**config.mk**
```make
export PLATFORM = sky130hd
export DESIGN_NAME = sipo_chain
export DESIGN_NICKNAME = d
export VERILOG_FILES = /design/src/rtl/sipo_pkg.sv /design/src/rtl/sipo_gate.sv /design/src/rtl/sipo_octet.sv /design/src/rtl/sipo_chain.sv
export SDC_FILE = /design/constraint.sdc
export NUM_CORES = 1
export LEC_CHECK = 0
export ABC_AREA = 1
export BUFFER_PORTS_ARGS = -buffer_cell sky130_fd_sc_hd__buf_2
export CORE_AREA = 5 5 42 44
export DETAILED_ROUTE_END_ITERATION = 7
export DIE_AREA = 0 0 47 49
export GPL_ROUTABILITY_DRIVEN = 0
export PLACE_DENSITY = 0.65
export SETUP_SLACK_MARGIN = 0.4
export SYNTH_ARGS = -nofsm -noshare
export SYNTH_HDL_FRONTEND = slang
export SYNTH_SLANG_ARGS = --single-unit
```
**constraint.sdc**
```tcl
create_clock -name clk -period 1.17 [get_ports clk]
set_clock_uncertainty 0.1 [all_clocks]
set_input_delay 0.117 -clock clk [delete_from_list [all_inputs] [get_ports clk]]
set_output_delay 0.117 -clock clk [all_outputs]
set_load 0.02 [all_outputs]
```
**src/rtl/sipo_pkg.sv**
```systemverilog
package sipo_pkg;
  // Width of one chained section
  localparam int STAGE_W = 8;

  function automatic int chain_len(input int sections);
    return sections * STAGE_W;
  endfunction
endpackage

```
**src/rtl/sipo_gate.sv**
```systemverilog
// Combines the two serial inputs into the bit that enters the first stage.
module sipo_gate (
  input  logic in_a,
  input  logic in_b,
  output logic entry
);
  assign entry = in_a & in_b;
endmodule

```
**src/rtl/sipo_octet.sv**
```systemverilog
// One eight-stage section with asynchronous active-low clear.
module sipo_octet #(
  parameter int W = sipo_pkg::STAGE_W
) (
  input  logic         clk,
  input  logic         clr_n,
  input  logic         ser_in,
  output logic [W-1:0] q,
  output logic         ser_out
);
  always_ff @(posedge clk or negedge clr_n) begin
    if (!clr_n) q <= '0;
    else        q <= {q[W-2:0], ser_in};
  end

  assign ser_out = q[W-1];

  AST_STAGE_MOVE: assert property (@(posedge clk) disable iff (!clr_n)
    1'b1 |=> (q[W-1:1] == $past(q[W-2:0])));
  AST_STAGE_ENTRY: assert property (@(posedge clk) disable iff (!clr_n)
    1'b1 |=> (q[0] == $past(ser_in)));
  AST_CLEAR_HOLD: assert property (@(posedge clk)
    !clr_n |-> (q == '0));
endmodule

```
**src/rtl/sipo_chain.sv**
```systemverilog
module sipo_chain #(
  parameter int NUM_DEV = 2
) (
  input  logic                                 clk,
  input  logic                                 clr_n,
  input  logic                                 din_a,
  input  logic                                 din_b,
  output logic [sipo_pkg::chain_len(NUM_DEV)-1:0] q,
  output logic                                 cas_out
);
  localparam int W   = sipo_pkg::STAGE_W;
  localparam int TOT = sipo_pkg::chain_len(NUM_DEV);

  logic [NUM_DEV:0] link;

  sipo_gate u_gate (
    .in_a  (din_a),
    .in_b  (din_b),
    .entry (link[0])
  );

  for (genvar k = 0; k < NUM_DEV; k++) begin : g_sec
    sipo_octet #(.W(W)) u_sec (
      .clk     (clk),
      .clr_n   (clr_n),
      .ser_in  (link[k]),
      .q       (q[k*W +: W]),
      .ser_out (link[k+1])
    );
    if (k > 0) begin : g_join
      AST_SECTION_JOIN: assert property (@(posedge clk) disable iff (!clr_n)
        1'b1 |=> (q[k*W] == $past(q[k*W-1])));
    end
  end

  assign cas_out = link[NUM_DEV];

  AST_GATED_ENTRY: assert property (@(posedge clk) disable iff (!clr_n)
    1'b1 |=> (q[0] == $past(din_a & din_b)));
  AST_CASCADE_TAP: assert property (@(posedge clk) disable iff (!clr_n)
    1'b1 |=> (cas_out == $past(q[TOT-2])));
endmodule

```
==> results <==
- The complex-gate fraction of the synthesized area was 0.
- The worst setup path is captured at an output port.
- The final clock period utilization by the worst path is 0.8987.
- The start-to-end type of the worst setup path is flop to output port.
- In this run the power density over the cells is 1462 nW/µm².
- The number of library cell types mapped by synthesis is 4.
- The xor-xnor portion of the synthesized cell area is 0.
- The detailed placement HPWL is 577.8 µm.
- The count of pins over their slew limit is 0.
- Of the total synthesized cell area, the portion taken by AND, OR, NAND and NOR gates is 0.008876.
- The sequential cell fraction of total power is 0.545.
- Setup repair after global routing could not meet its margin everywhere.
- The internal power summed over all cells is 850.0 µW.
- Across the run, the number of max-cap violations was 0.
- The largest individual stage delay along the critical path comes from the cell sky130_fd_sc_hd__dfrtp_2.
- For this run, the top clock speed supported by timing is 951.0 MHz.
- The first global-routing pass estimated 1483 µm of wire.
- The number of DRC markers in iteration 0 is 0.
- The clock reaches the later pin of the worst-skew pair after 0.28 ns.
- Counting both buffers and inverters, the worst setup path holds a total of 1.
- Traced cell by cell, the critical path runs through buf_6.
- In this design, the stage delay of the slowest critical-path cell is 0.42 ns.
- After detailed routing, the number of vias per cell comes to 4.060.
- At the end of the flow the core is filled with cells to 0.5384.
- IR analysis of the VDD net gives a maximum drop of 932.6 µV.
- The number of ports placed on the die boundary is 21.
- The number of flip-flops under the largest register name is 16.
- The floorplan die height is 49 µm.
- For this block, the via count after detailed routing is 272.
- The synthesized design contains 16 register bits.
- For this run, the detailed router's first-pass iteration total came to 1.
- Input and output buffers added on the ports amount to 20.
- The core area is 1401 µm².
- The worst hold path belongs to the class input port to flop.
- The total detailed-routing wirelength is 900 µm.
- After the last flow step, the layout net total stands at 56.
- The combinational family with the most area after synthesis is buffers and inverters.
- The kind of cell adding the most delay to the critical path is flip-flops.
- The total power is 1103 µW.
- The analysis attributes to net switching a power of 252.8 µW.
- The post-synthesis average cell area is 21.15 µm².
- The maximum number of pins on one net before global-route repair is 17.
- The finished cells cover 754.5 µm².
- In this run the horizontal extent of the chip is 47 µm.
- Yosys printed 0 warnings.
- The minimum setup slack after placement is 0.4237 ns.
- TritonCTS created 3 clock buffers.
- Of the synthesized area, sequential elements account for 0.9467.
- The cell row count is 14.
- The global-route usage over all layers is 0.09176.
- The largest driver fanout on the critical path is 2.
- The initial utilization of the core area, before any placement, comes to 0.3018.
- Summed over all failing endpoints, the final setup total negative slack is 0 ns.
- After detailed routing, the average wire length per cell comes to 13.43 µm.
- The count of nets left with antenna violations once routing finished came out at 0.
- Of the total power, the clock network draws 0.321.
- The mux share of post-synthesis cell area is 0.
- The layout filler cell count is 119.
- 0 antenna diodes ended up in the layout.
- The via count of the first global-routing pass came to 313.
- After detailed placement, the total cell area comes to 529.3 µm².
- The residual overflow from global routing is 0.
- The static leakage is 0.0004129 µW.
- For the worst setup path, the data arrival time is 0.83 ns.
- The tree built by TritonCTS fans out to 16 sinks.
- The worst-case setup margin in the final layout is 0.1185 ns.
- The CTS H-tree depth is 1.
- The count of mapped cells out of synthesis is 20.
- The worst slew slack as a fraction of its limit is 0.7694.
- The post-synthesis instance area is 422.9 µm².
- The area growth from synthesis to layout is 78.40%.
- After detailed routing, the number of remaining DRC violations is 0.
- Clock-pin slew was measured on the worst setup and hold paths at 0.09 ns.
- The proportion of power drawn by combinational gates is 0.134.
- The area of the die is 2303 µm².
- The number of antenna violations at the first check in global routing came to 0.
- The final-report hold violation count is 0.
- The buffer type at the clock tree root is sky130_fd_sc_hd__clkbuf_4.
- The worst path needs 1.051 ns of the cycle, external delays included.
- The adder and majority gate portion of the synthesized area is 0.
- In the final layout, the registers with the most flip-flops are g_sec.u_sec.q (16).
- The worst setup path is launched from a flop.
- The count of final setup violators is 0.
- The largest register by flop count is g_sec.u_sec.q.
- Of the total power, the share spent switching nets is 0.2293.
- The run finished with clean final reports.
- The synthesized netlist net count is 24.
- For the worst setup path, the data required time is 0.95 ns.
- The share of post-route cells with drive strength above 1 is 0.6275.
- TritonCTS built the clock tree.
- The maximum clock path buffer count is 2.
- At the pin with the least slew margin, the transition time is 0.3458 ns.
## logic make-up after synthesis
group         after synthesis
flops                      16
buf+inv                     3
simple gates                1
## placed cells by master, fill, tap and decap left out
| cell type | n |
|---|---|
| sky130_fd_sc_hd__inv_1 | 1 |
| sky130_fd_sc_hd__clkbuf_4 | 3 |
| sky130_fd_sc_hd__dfrtp_2 | 1 |
| sky130_fd_sc_hd__nand2_2 | 1 |
| sky130_fd_sc_hd__dlymetal6s4s_1 | 2 |
| sky130_fd_sc_hd__dlygate4sd3_1 | 1 |
| sky130_fd_sc_hd__dfrtp_1 | 15 |
| sky130_fd_sc_hd__buf_4 | 6 |
| sky130_fd_sc_hd__buf_6 | 17 |
| sky130_fd_sc_hd__buf_2 | 3 |
| sky130_fd_sc_hd__clkbuf_8 | 1 |
## synthesized netlist by cell type
| cell type | number | area (µm²) |
|---|---|---|
| sky130_fd_sc_hd__dfrtp_1 | 16 | 400.4 |
| sky130_fd_sc_hd__buf_4 | 2 | 15.01 |
| sky130_fd_sc_hd__nand2_1 | 1 | 3.750 |
| sky130_fd_sc_hd__inv_1 | 1 | 3.750 |
## metrics by stage
stage                     std cells  hold slack [ns]
after detailed placement         54         -0.05518
after floorplan                  20          -0.2786
after global placement           54         -0.06837
final                            67           0.1090
after global routing             67           0.1366
after CTS                        66           0.1645
## timing repair
action | in CTS | in global routing
buffers inserted | 5 | 1
setup endpoints to repair | 17 | 18
hold buffers | 3 | 0
resized for setup | 32 | 5
hold endpoints to repair | 17 | 0
pin swaps | 0 | 0
## area by class of cell
type	count	area [µm²]	share of cell area
repair buffers	29	286.5	0.3798
flip-flops and latches	16	401.6	0.5323
multi-input cells	1	6.256	0.008292
clock buffers	4	36.28	0.04809
inverters	1	3.754	0.004975
well taps	16	20.02	0.02653
## metal layers
layer / track usage / routed length [µm]
met3: 0.05166 / 137
met5: 0 / 0
met4: 0.04147 / 15
met1: 0.1279 / 378
met2: 0.1131 / 369
## power by group through the flow
stage | combinational [µW] | clock, µW | sequential, µW
2_1_floorplan | 12.2 | 0 | 639
3_3_place_gp | 87.2 | 0 | 605
3_5_place_dp | 88.1 | 0 | 606
4_1_cts | 142 | 376 | 602
5_1_grt | 159 | 402 | 605
6_report | 148 | 354 | 601
## final timing paths
kind	from	endpoint	slack (ns)	cells after the start
worst min-delay path	din_b	g_sec[0].u_sec.q[0]	0.11	4
worst max register to register	g_sec[1].u_sec.q[0]	g_sec[1].u_sec.q[1]	0.32	2
min in group asynchronous	clr_n	g_sec[1].u_sec.q[0]	0.16	2
max in group asynchronous	clr_n	g_sec[1].u_sec.q[7]	0.53	2
worst max-delay path	g_sec[1].u_sec.q[7]	cas_out	0.12	1
worst min register to register	g_sec[0].u_sec.q[5]	g_sec[0].u_sec.q[6]	0.30	0
No activity file was read; power rests on OpenSTA's default activity.
